$ cat src/rtl/por_seq_pkg.sv
package por_seq_pkg;

    typedef enum logic [2:0] {
        ST_IDLE    = 3'd0,
        ST_STRETCH = 3'd1,
        ST_PLL     = 3'd2,
        ST_HRWAIT  = 3'd3,
        ST_SRWAIT  = 3'd4,
        ST_RUN     = 3'd5
    } seq_state_e;

    typedef struct packed {
        logic       slave;
        logic       host_en;
        logic [1:0] boot;
        logic       boot_err;
    } strap_cfg_t;

    localparam logic [1:0] BOOT_EXTMEM = 2'b00;
    localparam logic [1:0] BOOT_HOST   = 2'b01;

endpackage

$ cat src/rtl/por_width_qual.sv
module por_width_qual #(
    parameter int MIN_PULSE = 16
) (
    input  logic clk,
    input  logic ext_por,
    output logic kill_o,
    output logic release_o
);
    localparam int CW = $clog2(MIN_PULSE + 1);

    typedef struct packed {
        logic [CW-1:0] cnt;
    } qual_t;

    qual_t q_q, q_d;

    always_comb begin
        q_d = q_q;
        if (ext_por) begin
            if (q_q.cnt != CW'(MIN_PULSE))
                q_d.cnt = q_q.cnt + 1'b1;
        end else begin
            q_d.cnt = '0;
        end
    end

    always_ff @(posedge clk) begin
        q_q <= q_d;
    end

    assign kill_o    = ext_por && (q_q.cnt >= CW'(MIN_PULSE - 1));
    assign release_o = !ext_por && (q_q.cnt == CW'(MIN_PULSE));

    // a release is only possible right after a qualified assertion
    a_r1_release_needs_kill: assert property (@(posedge clk) disable iff (ext_por)
        release_o |-> $past(kill_o));

endmodule

$ cat src/rtl/por_cfg_latch.sv
module por_cfg_latch
    import por_seq_pkg::*;
(
    input  logic       clk,
    input  logic       kill_i,
    input  logic       release_i,
    input  logic       cfg_strap,
    input  logic       host_strap,
    input  logic [1:0] boot_strap,
    output strap_cfg_t cfg_o
);
    strap_cfg_t cfg_q, cfg_d;

    always_comb begin
        cfg_d = cfg_q;
        if (kill_i)
            cfg_d.boot_err = 1'b0;
        if (release_i) begin
            cfg_d.slave   = cfg_strap;
            cfg_d.host_en = host_strap;
            if (boot_strap[1]) begin
                cfg_d.boot     = BOOT_EXTMEM;
                cfg_d.boot_err = 1'b1;
            end else begin
                cfg_d.boot = boot_strap;
            end
        end
    end

    always_ff @(posedge clk) begin
        cfg_q <= cfg_d;
    end

    assign cfg_o = cfg_q;

    // latched straps move only at a release edge
    a_r7_cfg_hold: assert property (@(posedge clk) disable iff (kill_i)
        !release_i |=> $stable({cfg_q.slave, cfg_q.host_en, cfg_q.boot}));

    // the reserved-code flag holds until a qualified reset
    a_r9_err_sticky: assert property (@(posedge clk) disable iff (kill_i)
        cfg_q.boot_err |=> cfg_q.boot_err);

endmodule

$ cat src/rtl/por_seq_top.sv
module por_seq_top
    import por_seq_pkg::*;
#(
    parameter int MIN_PULSE   = 16,
    parameter int POR_STRETCH = 1024,
    parameter int HR_DLL      = 3585,
    parameter int HR_NODLL    = 512,
    parameter int SR_GAP      = 3
) (
    input  logic       clk,
    input  logic       ext_por,
    input  logic       pll_lock,
    input  logic       dll_lock,
    input  logic       dll_en,
    input  logic       cfg_strap,
    input  logic       host_strap,
    input  logic [1:0] boot_strap,
    input  logic       dbg_strap,
    output logic       por_int_o,
    output logic       hreset_o,
    output logic       sreset_o,
    output logic       cfg_slave_o,
    output logic       host_en_o,
    output logic [1:0] boot_mode_o,
    output logic       boot_err_o,
    output logic       dbg_req_o
);
    localparam int CNT_MAX = (POR_STRETCH > HR_DLL)
                           ? ((POR_STRETCH > HR_NODLL) ? POR_STRETCH : HR_NODLL)
                           : ((HR_DLL > HR_NODLL) ? HR_DLL : HR_NODLL);
    localparam int CW = $clog2(CNT_MAX + 1);

    typedef struct packed {
        seq_state_e    state;
        logic [CW-1:0] cnt;
        logic          dll_use;
        logic          dbg;
    } seq_t;

    seq_t       s_q, s_d;
    logic       kill, rel;
    strap_cfg_t cfg;
    logic [CW-1:0] hr_lim;

    por_width_qual #(.MIN_PULSE(MIN_PULSE)) u_qual (
        .clk       (clk),
        .ext_por   (ext_por),
        .kill_o    (kill),
        .release_o (rel)
    );

    por_cfg_latch u_cfg (
        .clk        (clk),
        .kill_i     (kill),
        .release_i  (rel),
        .cfg_strap  (cfg_strap),
        .host_strap (host_strap),
        .boot_strap (boot_strap),
        .cfg_o      (cfg)
    );

    assign hr_lim = s_q.dll_use ? CW'(HR_DLL) : CW'(HR_NODLL);

    always_comb begin
        s_d = s_q;
        case (s_q.state)
            ST_IDLE: begin
                if (rel) begin
                    s_d.state = ST_STRETCH;
                    s_d.cnt   = '0;
                end
            end
            ST_STRETCH: begin
                if (s_q.cnt == CW'(POR_STRETCH - 1)) begin
                    s_d.state = ST_PLL;
                    s_d.cnt   = '0;
                end else begin
                    s_d.cnt = s_q.cnt + 1'b1;
                end
            end
            ST_PLL: begin
                if (pll_lock) begin
                    s_d.state   = ST_HRWAIT;
                    s_d.cnt     = '0;
                    s_d.dll_use = dll_en;
                    s_d.dbg     = dbg_strap;
                end
            end
            ST_HRWAIT: begin
                if (s_q.cnt >= hr_lim - 1'b1) begin
                    if (!s_q.dll_use || dll_lock) begin
                        s_d.state = ST_SRWAIT;
                        s_d.cnt   = '0;
                    end
                end else begin
                    s_d.cnt = s_q.cnt + 1'b1;
                end
            end
            ST_SRWAIT: begin
                if (s_q.cnt == CW'(SR_GAP - 1)) begin
                    s_d.state = ST_RUN;
                    s_d.cnt   = '0;
                end else begin
                    s_d.cnt = s_q.cnt + 1'b1;
                end
            end
            ST_RUN: ;
            default: s_d.state = ST_IDLE;
        endcase
        if (kill) begin
            s_d.state   = ST_IDLE;
            s_d.cnt     = '0;
            s_d.dll_use = 1'b0;
            s_d.dbg     = 1'b0;
        end
    end

    always_ff @(posedge clk) begin
        s_q <= s_d;
    end

    assign por_int_o   = (s_q.state == ST_IDLE) || (s_q.state == ST_STRETCH);
    assign hreset_o    = (s_q.state != ST_SRWAIT) && (s_q.state != ST_RUN);
    assign sreset_o    = (s_q.state != ST_RUN);
    assign dbg_req_o   = (s_q.state == ST_RUN) && s_q.dbg;
    assign cfg_slave_o = cfg.slave;
    assign host_en_o   = cfg.host_en;
    assign boot_mode_o = cfg.boot;
    assign boot_err_o  = cfg.boot_err;

    // soft reset follows hard reset by the fixed gap
    a_r5_sr_gap: assert property (@(posedge clk) disable iff (ext_por)
        $fell(sreset_o) |-> ($past(hreset_o, 4) && !$past(hreset_o, 3)));

    // release order
    a_r5_sr_after_hr: assert property (@(posedge clk) disable iff (ext_por)
        !sreset_o |-> !hreset_o);
    a_r5_hr_after_por: assert property (@(posedge clk) disable iff (ext_por)
        !hreset_o |-> !por_int_o);

    // with the DLL in use, hard reset leaves only with DLL lock present
    a_r4_dll_gate: assert property (@(posedge clk) disable iff (ext_por)
        (s_q.state == ST_HRWAIT && s_q.dll_use && !dll_lock) |=> hreset_o);

    // debug request only once running
    a_r8_dbg_running: assert property (@(posedge clk) disable iff (ext_por)
        dbg_req_o |-> !sreset_o);

endmodule

$ cat config.mk
export PLATFORM = sky130hd
export DESIGN_NAME = por_seq_top
export DESIGN_NICKNAME = d
export VERILOG_FILES = /design/src/rtl/por_seq_pkg.sv /design/src/rtl/por_width_qual.sv /design/src/rtl/por_cfg_latch.sv /design/src/rtl/por_seq_top.sv
export SDC_FILE = /design/constraint.sdc
export NUM_CORES = 1
export LEC_CHECK = 0
export ABC_AREA = 1
export BUFFER_PORTS_ARGS = -buffer_cell sky130_fd_sc_hd__buf_2
export CAP_MARGIN = 30
export CORE_MARGIN = 4
export CORE_UTILIZATION = 53
export CTS_CLUSTER_SIZE = 10
export DETAILED_ROUTE_END_ITERATION = 16
export GPL_TIMING_DRIVEN = 0
export PLACE_DENSITY = 0.76
export SLEW_MARGIN = 0
export SYNTH_ARGS = -nofsm -noshare
export SYNTH_HDL_FRONTEND = slang
export SYNTH_SLANG_ARGS = --single-unit
$ cat constraint.sdc
create_clock -name clk -period 1.85 [get_ports clk]
set_input_delay 0.185 -clock clk [delete_from_list [all_inputs] [get_ports clk]]
set_output_delay 0.185 -clock clk [all_outputs]
set_load 0.02 [all_outputs]
* Word-level counts from Yosys, hierarchy flattened
Cells that the tools add are included.
** Word-level totals
- Bits in registers :: 26
- Input port bits :: 10
- Output and inout bits :: 9
- Logic and storage cells :: 61
** Operators by class
- Add/sub/neg operators :: 3
- Order comparisons :: 2
- Equal/unequal tests :: 18
- Mux-type cells :: 15
- Bitwise gates (word level) :: 1
- Reduce and logical (&&, ||, !) cells :: 13
** Operators by type and width (count)
- $pmux 12 s5 :: 1
- $mux 12 :: 4
- $mux 15 :: 2
- $pmux 3 s6 :: 1
- $mux 17 :: 1
- $add 12x1->12 const B :: 1
- $eq 12x10->1 const B :: 1
- $eq 12x2->1 const B :: 1
- $ge 12x12->1 :: 1
- $ne 2x2->1 const B :: 6
- $sub 12x1->12 const B :: 1
- $mux 3 :: 3
- $ne 3x3->1 const B :: 3
- $reduce_and 7->1 :: 1
- $eq 3x2->1 const B :: 2
- $eq 3x3->1 const B :: 2
- $add 5x1->5 const B :: 1
- $eq 5x5->1 const B :: 1
- $ge 5x4->1 const B :: 1
- $ne 5x5->1 const B :: 1
- $reduce_bool 5->1 :: 1
- $logic_and 1x1->1 :: 4
- $reduce_and 4->1 :: 1
- $eq 3x1->1 const B :: 1
- other kinds (6) :: 10

* Longest topological paths before layout
Gate-level depths: netlist of the first run.
- Word-level depth :: 5
- Gate-level depth with buffers :: 15

* Hierarchy
Synthesis of the first run repeated with hierarchy kept, for this count alone.
** Second synthesis, totals
- Cells, all modules :: 273
- Area total of the unflattened synthesis :: 1908.1 um2
** Modules (own cells, without submodules)
- por_seq_top :: instances 1, cells an instance 222, area each 1483.9 um2, seq. area each 340.3 um2
- por_width_qual :: instances 1, cells an instance 39, area each 280.3 um2, seq. area each 100.1 um2
- por_cfg_latch :: instances 1, cells an instance 12, area each 143.9 um2, seq. area each 110.1 um2

* Least setup slack after synthesis of the first run
No wires, ideal clock.
- Path kind :: reg-to-reg
- Start point :: register s_q[1] in the netlist's numbering
- End point :: register s_q[12] in the netlist's numbering
- Arrival :: 1.885 ns
- Required time :: 1.729 ns
- Slack :: -0.156 ns
- Stages on the path, launching flop included :: 13
- Cells stage by stage :: dfxtp_1 inv_1 ha_1 nand2_1 nor2_1 nand2_1 nor2_1 nor2_2 nand2_1 nand2_4 nand2_8 o21ai_2 nor2_1
** Between the ends
- Longest elaborated chain between the ends :: 5
** Ends and longest elaborated chain
- start, declared :: line por_seq_top.sv:40 : seq_t s_q, s_d;
- start signal, assigned :: line por_seq_top.sv:119 : s_q <= s_d;
- $mux 12 :: line por_seq_top.sv:62 : assign hr_lim = s_q.dll_use ? CW'(HR_DLL) : CW'(HR_NODLL);
- $sub 12x1->12 :: line por_seq_top.sv:90 : if (s_q.cnt >= hr_lim - 1'b1) begin
- $ge 12x12->1 :: line por_seq_top.sv:90
- $mux 12 or $ne 3x3->1 (tied branches)
- $pmux 12 s5 or $reduce_and 4->1 (tied branches)
Several ways; a longest one is shown, not always the timed one.
A chain may end at the register's enable or synchronous reset.

* Worst setup path in the final report of the first run
- Start point :: register s_q[1] in the netlist's numbering
- End point :: register s_q[10] in the netlist's numbering
The elaborated chain is that of the path after synthesis.

==> qor.yml, run 1 <==
outcome:
  status: "complete, but fails checks"
  violations: "setup timing"
min_path:
  hold_end: "u_cfg.cfg_o[4]"
  hold_path.class: "in -> reg"
  holdPathStages: 1
  hold_start: "cfg_strap"
setup_path:
  ff2ff_path_depth: 11
  slowest_stage: "dfxtp_4"
  start_kind: "flip-flop"
  cpPeakStageDelay_ps: 410
  cp_max_fo: 6
  reg2reg_from: "s_q[1]"
  arrival_ps: 2200
  crit_type: "reg -> reg"
  endpoint_kind: "flip-flop"
  path_cells: "buf_8 -> buf_6 -> ha_4 -> a21oi_4 -> nor2_4 -> nor2_4 -> nand2_4 -> nand2_4 -> nand2_8 -> o21ai_4 -> nor2_1"
  rr_endpoint: "s_q[10]"
  cp.required_ps: 2080
  ff2ff_setup_slack_ps: -120
sta:
  finalCriticalPeriod_ps: 1970
  skew_ps: 5.95
  fin_crit_sh_pct: 106
  rsz0062_at_grt: "true"
  fin_ws_ps: -119
  hold_violations: 0
  drv_slew: 0
  finalSetupViolations: 14
  whs_ps: 22.1
  fmax_mhz: 508
yosys:
  ys_seq_area_share_pct: 28.5
  synthDistinctLibCells: 34
  yosys_warnings: 0
  async_flop_share_pct: 0
  synthFlopType: "dfxtp_1"
  netlist_area_mm2: 0.00193
  synth_edf_count: 3
  synthCells: 286
  avgSynthCellArea_um2: 6.76
  syn_nets: 313
  synth-seq-cells: 26
  synth.area.top_cells: "dfxtp_1 24%, nand2_1 13%, ha_1 11%, inv_1 8.9%, nor2_1 7.4%"
  synth_area_leader_cell: "dfxtp_1"
  synth_common_cells: "68 x nand2_1, 46 x inv_1, 38 x nor2_1"
  synth_top_area_share_pct: 23.8
  yosysMostFrequentCell: "nand2_1"
grt:
  antenna_found_initial: 0
  overflow: 0
  track_usage_pct: 22.4
  first_global_vias: 1731
  grt_pass1_wl_um: 7900
  grt_max_degree: 16
place:
  gp_congestion: 0.814
  dp.cells: 349
  dpl_worst_slack_ps: -328
  portBuffers: 17
  dp_hpwl_um: 3060
route:
  routed_wl_um: 4770
  viasPerCell: 5.17
  ant_nets: 0
  vias: 1902
  wl_per_cell_um: 13.0
  drc: 0
  dr.pass1.iters: 4
  drt_iter0_drc: 52
power_and_ir_drop:
  p_leak_nw: 1.25
  pwr_density_cell_mw_per_mm2: 1310
  power_frac_comb_pct: 63.2
  p_sw_mw: 1.54
  p_clk_share_pct: 12.2
  p_int_mw: 1.77
  p_seq_share_pct: 24.6
  power.share.switching_pct: 46.5
  p_total_mw: 3.31
  ir_drop_mv: 1.19
die:
  die_y_um: 68.4
  die_x_um: 68.4
  pin_count: 19
  rows: 21
  dieArea_mm2: 0.00468
  core_mm2: 0.00342
  start_util_pct: 56.6
clock_tree:
  cts_hold_buf: 0
  clk_pin_slew_ps: 150
  cts.sinks: 26
  cts-htree-levels: 1
  clock_latency_ps: 330
  clockBufferDepth: 2
  cts_tree: "done"
  cts_root_buffer: "clkbuf_4"
  cts-buffers-inserted: 3
layout:
  nFillCells: 278
  diodes: 0
  final_cell_count_no_fill: 368
  seq_area_um2: 559
  multi_input_area_mm2: 0.00143
  fin_nets: 350
  area_delta_synth_final_pct: 31.1
  final_layout_size_suffix_gt1_share_pct: 29.5
run:
  cap_violations: 0
## metal layers
layer	global-route usage (%)	wire length, um	vias up
met3	2.13	140	10
met4	8.68	110	0
met1	28.8	2210	861
li1	-	-	994
met2	38.0	2310	37
met5	0	0	-
## layout make-up
cell class                 instances  area share (%)
buffer                             2           0.592
multi-input combinational        208            56.4
clock inverter                     1            1.18
timing repair buffer              32            9.03
inverter                          50            7.60
tap                               46            2.27
clock buffer                       3           0.888
sequential                        26            22.1
## power groups by stage
stage | clock network (mW) | registers [mW] | logic [mW]
6_report | 0.405 | 0.814 | 2.09
5_1_grt | 0.434 | 0.826 | 2.32
4_1_cts | 0.407 | 0.795 | 1.90
3_5_place_dp | 0 | 0.816 | 1.50
3_3_place_gp | 0 | 0.814 | 1.47
2_1_floorplan | 0 | 0.790 | 1.21
## sequential cells by signal (all words and copies together), names as in the netlist
name         count
u_cfg.cfg_o      4
s_q             17
u_qual.q_q       5
## cells by family (layout without fill, tap and decap cells)
kind of cell               after synthesis  after routing  synth area share [%]
other                                    1              1                 0.194
xor gates and xnor gates                 3              3                  1.36
adders and majority gates               17             17                  11.0
and+or+nand+nor                        162            162                  39.2
muxes                                    2              2                  1.16
AOI/OAI and AO/OA                       23             23                  8.16
DFF                                     26             26                  28.5
buffers and inverters                   52             88                  10.5
## how the worst max path moves through the flow
| stage | end | depth (start not counted) | startpoint | slack (ps) |
|---|---|---|---|---|
| global placement | s_q[12] | 11 | s_q[1] | -320 |
| detailed placement | s_q[12] | 11 | s_q[1] | -330 |
| floorplan | s_q[12] | 12 | s_q[1] | 9 |
| finish | s_q[10] | 11 | s_q[1] | -120 |
| global route | s_q[10] | 12 | s_q[1] | -210 |
| CTS | s_q[10] | 11 | s_q[1] | -70 |
## layout by cell type (no fill, tap or decap), types with 2 or more instances in the layout
master / synthesis / routed
a21oi_1: 11 / 8
a21oi_2: 0 / 2
nor3_1: 5 / 5
nor2_4: 1 / 5
o21ai_0: 4 / 4
buf_6: 0 / 3
nand2_1: 68 / 59
nand2_2: 3 / 8
ha_1: 17 / 6
buf_2: 0 / 17
buf_4: 2 / 12
nand4_1: 10 / 10
xor2_1: 3 / 3
mux2_2: 2 / 2
dfxtp_2: 0 / 4
edfxtp_1: 3 / 3
nand3_1: 27 / 24
ha_4: 0 / 10
nor2_1: 38 / 35
inv_2: 3 / 3
inv_1: 46 / 45
dfxtp_1: 23 / 18
a21oi_4: 1 / 2
nor3_4: 1 / 2
nand2_4: 1 / 5
o21bai_1: 2 / 2
nand3_2: 0 / 3
clkbuf_4: 0 / 3
## what timing repair did
action	4_1_cts	5_1_grt
buffers inserted	11	4
resized for setup	33	21
pin swaps	22	17
endpoints found under the setup margin	16	16
## stage by stage
step / utilization, % / instance area, um^2 / TNS, ps
2_1_floorplan: - / 1950 / 0
3_3_place_gp: 61.4 / 2100 / -3680
3_5_place_dp: 61.4 / 2100 / -3930
4_1_cts: 70.6 / 2410 / -587
5_1_grt: 74.2 / 2530 / -2520
6_report: 74.2 / 2530 / -1030
## critical path, delay by kind of cell, from the launching register on
kind                     cells  cell delay [ps]
AO/OA/AOI/OAI                2              390
adder cells (fa/ha/maj)      1              240
buffers and inverters        2              270
flip-flops                   1              410
AND/OR/NAND/NOR              6              550
(Power assumes the default switching activity.)
==> run 2, diff against run 1 <==
--- a/config.mk
+++ b/config.mk
@@ -9,11 +9,11 @@
 export BUFFER_PORTS_ARGS = -buffer_cell sky130_fd_sc_hd__buf_2
 export CAP_MARGIN = 30
 export CORE_MARGIN = 4
-export CORE_UTILIZATION = 53
+export CORE_UTILIZATION = 59
 export CTS_CLUSTER_SIZE = 10
 export DETAILED_ROUTE_END_ITERATION = 16
 export GPL_TIMING_DRIVEN = 0
-export PLACE_DENSITY = 0.76
+export PLACE_DENSITY = 0.8
 export SLEW_MARGIN = 0
 export SYNTH_ARGS = -nofsm -noshare
 export SYNTH_HDL_FRONTEND = slang
==> constraint.sdc (replaced) <==
create_clock -name clk -period 2.05 [get_ports clk]
set_input_delay 0.205 -clock clk [delete_from_list [all_inputs] [get_ports clk]]
set_output_delay 0.205 -clock clk [all_outputs]
set_load 0.02 [all_outputs]
==> run 2 against run 1 <==
- the flow still finishes with violations (setup timing)
- utilization grew 2.3 points
- sequential cell count is the same
- clock power shrank 12%
- sequential share of layout area grew 1.3 points
- power shrank 18%
- highest routed layer unchanged
==> qor.yml, run 2 (same netlist as run 1, synthesis figures left out) <==
outcome:
  status: "complete, but fails checks"
  violations: "setup timing"
power_and_ir_drop:
  p_clk_share_pct: 13.2
  p_leak_nw: 1.20
  p_int_mw: 1.42
  p_sw_mw: 1.29
  p_seq_share_pct: 26.4
  power_frac_comb_pct: 60.4
  ir_drop_mv: 1.01
  pwr_density_cell_mw_per_mm2: 1140
  power.share.switching_pct: 47.6
layout:
  largest_reg_flops: 17
  diodes: 0
  fin_nets: 348
  final_layout_size_suffix_gt1_share_pct: 24.7
  fin_util_pct: 76.5
  fin_area_mm2: 0.00237
  nFillCells: 254
  regMostFlops: "s_q"
  area_delta_synth_final_pct: 22.8
  final_cell_mix: "63 x nand2_1, 45 x inv_1, 33 x nor2_1"
  final_common_cell: "nand2_1"
sta:
  fmax_mhz: 466
  finalSetupViolations: 7
  worst_pin_slew_ps: 509
  rsz0062_at_grt: "true"
  fin_ws_ps: -94.4
  whs_ps: 48.3
  finalCriticalPeriod_ps: 2140
  drv_slew: 0
  skew_ps: 5.78
  maxSlewHeadroom_pct: 65.9
  fin_crit_sh_pct: 105
  hold_violations: 0
clock_tree:
  cts-htree-levels: 1
  cts.sinks: 26
  cts_tree: "done"
  clockBufferDepth: 2
  cts_root_buffer: "clkbuf_4"
  clk_pin_slew_ps: 150
  clock_latency_ps: 320
  cts_hold_buf: 0
  cts-buffers-inserted: 3
setup_path:
  path_cells: "clkinvlp_4 -> ha_4 -> a21oi_1 -> nand3_2 -> nor2_4 -> nand2_2 -> nand2_4 -> nand2_8 -> o21ai_4 -> nor2_1"
  cp.required_ps: 2280
  cp_top_family: "simple AND/OR/NAND/NOR gates"
  slowest_stage: "dfxtp_4"
  cpPeakStageDelay_ps: 410
  arrival_ps: 2370
  cp_max_fo: 5
  crit_buf_inv: 1
  endpoint_kind: "flip-flop"
  crit_type: "reg -> reg"
  start_kind: "flip-flop"
route:
  viasPerCell: 5.36
  drc: 0
  dr.pass1.iters: 5
  ant_nets: 0
  vias: 1950
  routed_wl_um: 4520
  wl_per_cell_um: 12.4
  drt_iter0_drc: 98
grt:
  grt_pass1_wl_um: 7070
  met1_usage_pct: 27.7
  overflow: 0
  first_global_vias: 1636
  grt_max_degree: 16
  antenna_found_initial: 0
  met2_usage_pct: 34.6
  met3_usage_pct: 1.71
  busiest_layer: "met2"
  track_usage_pct: 20.7
run:
  cap_violations: 0
place:
  dpl_worst_slack_ps: -490
  portBuffers: 17
  dp_hpwl_um: 3060
  dpl_cell_area_mm2: 0.00207
  gp_congestion: 0.807
die:
  start_util_pct: 62.3
  pin_count: 19
  die_y_um: 65.2
  dieArea_mm2: 0.00426
  core_mm2: 0.00310
  die_x_um: 65.2
  rows: 20
min_path:
  hold_path.class: "in -> reg"
[run 2: power groups by stage]
| stage | combinational (mW) | clock (mW) | sequential (mW) |
|---|---|---|---|
| floorplan | 1.07 | 0 | 0.707 |
| global placement | 1.30 | 0 | 0.727 |
| detailed placement | 1.32 | 0 | 0.729 |
| CTS | 1.41 | 0.364 | 0.703 |
| global route | 1.83 | 0.386 | 0.726 |
| finish | 1.63 | 0.357 | 0.713 |
[run 2: cell type report]
type	instances	area, um^2	share of cell area, %
well taps	44	55.1	2.32
clock buffers	3	22.5	0.948
inverters	50	191	8.06
flip-flops and latches	26	554	23.3
multi-input cells	209	1320	55.6
repair buffers	29	186	7.85
clock inverters	1	30.0	1.26
plain buffers	2	15.0	0.632
[run 2: layer usage]
| layer | wire (um) | share of wire, % |
|---|---|---|
| met5 | 0 | 0 |
| met4 | 138 | 3.1 |
| met3 | 279 | 6.2 |
| met2 | 2180 | 48 |
| met1 | 1920 | 43 |
[run 2: through the flow]
| step | std cells | power (mW) | TNS, ps |
|---|---|---|---|
| after floorplan | 286 | 1.77 | 0 |
| after global placement | 347 | 2.03 | -5060 |
| after detailed placement | 347 | 2.05 | -5210 |
| after CTS | 353 | 2.48 | 0 |
| after global routing | 364 | 2.94 | -1580 |
| final | 364 | 2.70 | -494 |
[run 2: worst paths after layout]
check | depth (start not counted) | start | slack (ps) | to
max | 10 | s_q[1] | -90 | s_q[11]
min | 1 | host_strap | 50 | u_cfg.cfg_o[3]
max reg2reg | 10 | s_q[1] | -90 | s_q[11]
min reg2reg | 2 | u_qual.q_q[1] | 500 | u_qual.q_q[1]
[run 2: what timing repair did]
item,4_1_cts,5_1_grt
pin swaps,2,22
setup endpoints to repair,15,16
gates resized for setup,7,24
setup buffers,2,10
endpoints found under the hold margin,0,0
cloned,0,1
==> run 3, diff against run 2 <==
--- a/config.mk
+++ b/config.mk
@@ -7,13 +7,15 @@
 export LEC_CHECK = 0
 export ABC_AREA = 1
 export BUFFER_PORTS_ARGS = -buffer_cell sky130_fd_sc_hd__buf_2
-export CAP_MARGIN = 30
+export CELL_PAD_IN_SITES_DETAIL_PLACEMENT = 0
+export CELL_PAD_IN_SITES_GLOBAL_PLACEMENT = 2
 export CORE_MARGIN = 4
-export CORE_UTILIZATION = 59
+export CORE_UTILIZATION = 33
 export CTS_CLUSTER_SIZE = 10
 export DETAILED_ROUTE_END_ITERATION = 16
 export GPL_TIMING_DRIVEN = 0
-export PLACE_DENSITY = 0.8
+export PLACE_DENSITY_LB_ADDON = 0.1
+export SKIP_LAST_GASP = 1
 export SLEW_MARGIN = 0
 export SYNTH_ARGS = -nofsm -noshare
 export SYNTH_HDL_FRONTEND = slang
==> run 3 against run 2 <==
- the run now ends clean
- highest routed layer unchanged
- count of clock-buffer cells in the layout is the same
- final cell count is 6.6% higher
- setup slack better by 130 ps
- utilization shrank 34 points
- first-iteration DRC count is 12% lower
- die area up 68%
- clock skew is 3.3 ps lower
- clock power up 25%
- global-route usage decreased by 6.3 points
==> qor.yml, run 3 (same netlist as run 1, synthesis figures left out) <==
outcome:
  status: "finished, final reports clean"
sta:
  hold_violations: 0
  finalSetupViolations: 0
  skew_ps: 2.45
  drv_slew: 0
  fin_ws_ps: 39.1
  finalCriticalPeriod_ps: 2010
  fmax_mhz: 497
  fin_crit_sh_pct: 98.1
  rsz0062_at_grt: "true"
place:
  dpl_worst_slack_ps: -693
  portBuffers: 17
  gp_congestion: 0.768
  dp_hpwl_um: 3730
route:
  wl_per_cell_um: 13.2
  vias: 1836
  routed_wl_um: 5130
  ant_nets: 0
  viasPerCell: 4.73
  drc: 0
  dr.pass1.iters: 5
  drt_iter0_drc: 86
layout:
  fin_util_pct: 42.8
  multi_input_area_mm2: 0.00131
  area_delta_synth_final_pct: 24.2
  final_cell_mix: "60 x nand2_1, 44 x inv_1, 35 x nor2_1"
  largest_reg_flops: 17
  diodes: 0
  fin_nets: 344
  regMostFlops: "s_q"
  seq_area_um2: 556
  final_layout_size_suffix_gt1_share_pct: 23.7
  nFillCells: 618
  final_common_cell: "nand2_1"
run:
  cap_violations: 0
min_path:
  hold_path.class: "in -> reg"
  hold_start: "host_strap"
  hold_end: "u_cfg.cfg_o[3]"
  holdPathStages: 1
die:
  die_x_um: 84.5
  start_util_pct: 34.5
  core_mm2: 0.00561
  pin_count: 19
  die_y_um: 84.5
  dieArea_mm2: 0.00715
  rows: 27
grt:
  track_usage_pct: 14.5
  grt_pass1_wl_um: 8450
  antenna_found_initial: 0
  overflow: 0
  grt_max_degree: 16
  first_global_vias: 1710
clock_tree:
  clockBufferDepth: 2
  clock_latency_ps: 280
  cts-buffers-inserted: 3
  cts.sinks: 26
  cts-htree-levels: 1
  cts_tree: "done"
  cts_root_buffer: "clkbuf_8"
  clk_pin_slew_ps: 100
setup_path:
  start_kind: "flip-flop"
  cp_max_fo: 6
  crit_type: "reg -> reg"
  endpoint_kind: "flip-flop"
  reg2reg_from: "s_q[1]"
  ff2ff_path_depth: 12
  arrival_ps: 2180
  ff2ff_setup_slack_ps: 40
  cp.required_ps: 2220
  rr_endpoint: "s_q[11]"
power_and_ir_drop:
  p_sw_mw: 1.34
  p_seq_share_pct: 25.7
  p_clk_share_pct: 15.8
  p_int_mw: 1.48
  pwr_density_cell_mw_per_mm2: 1170
  power_frac_comb_pct: 58.5
  ir_drop_mv: 0.582
  p_leak_nw: 1.22
  power.share.switching_pct: 47.6
[run 3: changes by cell type in the layout (fill, tap and decap cells not counted), moves of 3 or more]
cell      change
clkbuf_4      -3
nand2_1       -3
buf_4         -4
nor2_2        -4
nand2_2       +3
clkbuf_8      +3
[run 3: power by group through the flow]
stage	combinational, mW	sequential [mW]	clock (mW)
5_1_grt	1.86	0.735	0.477
4_1_cts	1.47	0.710	0.459
3_3_place_gp	1.37	0.739	0
6_report	1.65	0.723	0.446
2_1_floorplan	1.07	0.707	0
3_5_place_dp	1.37	0.739	0
[run 3: how the worst max path moves through the flow]
stage               endpoint    from  slack [ps]
floorplan            s_q[12]  s_q[1]          40
global placement      s_q[9]  s_q[1]        -680
detailed placement    s_q[9]  s_q[1]        -690
CTS                   s_q[9]  s_q[1]          20
global route          s_q[9]  s_q[1]         -60
finish               s_q[11]  s_q[1]          40
[run 3: layout make-up]
class | count | share of cell area, %
inverter | 50 | 7.92
timing repair buffer | 25 | 7.03
tap | 72 | 3.75
clock inverter | 1 | 1.25
clock buffer | 3 | 1.72
sequential | 26 | 23.1
multi-input combinational | 209 | 54.6
buffer | 2 | 0.625
[run 3: worst max-delay path: stages, from the launching register on]
cell and delay (ps):
dfxtp_4 380, buf_8 140, ha_1 260, nand2_1 120, nor2_4 60, nand2_2 70
nand3_2 80, nor2_4 160, nand2_2 90, nand2_4 110, nand2_8 80, o21ai_4 270
nor2_1 80
[run 3: per-stage QoR]
stage / area, um^2 / hold WS [ps] / setup TNS, ps / total power [mW] / std cells
floorplan: 1930 / 304 / 0 / 1.77 / 286
global placement: 2110 / 383 / -7800 / 2.11 / 375
detailed placement: 2110 / 385 / -7880 / 2.11 / 375
CTS: 2260 / 87.3 / 0 / 2.64 / 384
global route: 2400 / 86.3 / -263 / 3.08 / 388
finish: 2400 / 93.7 / 0 / 2.82 / 388
[run 3: routing by layer]
metal	vias up	wire [um]	track usage, %
li1	974	-	-
met1	829	2550	20.7
met2	28	2390	23.3
met3	5	132	1.47
met4	0	49	3.45
met5	-	0	0
[run 3: what timing repair did]
item	in CTS	in global routing
gates resized for setup	11	26
hold endpoints to repair	0	0
cloned	0	1
buffers inserted	5	3
endpoints found under the setup margin	15	16
hold buffers	0	0
pin swaps	5	9
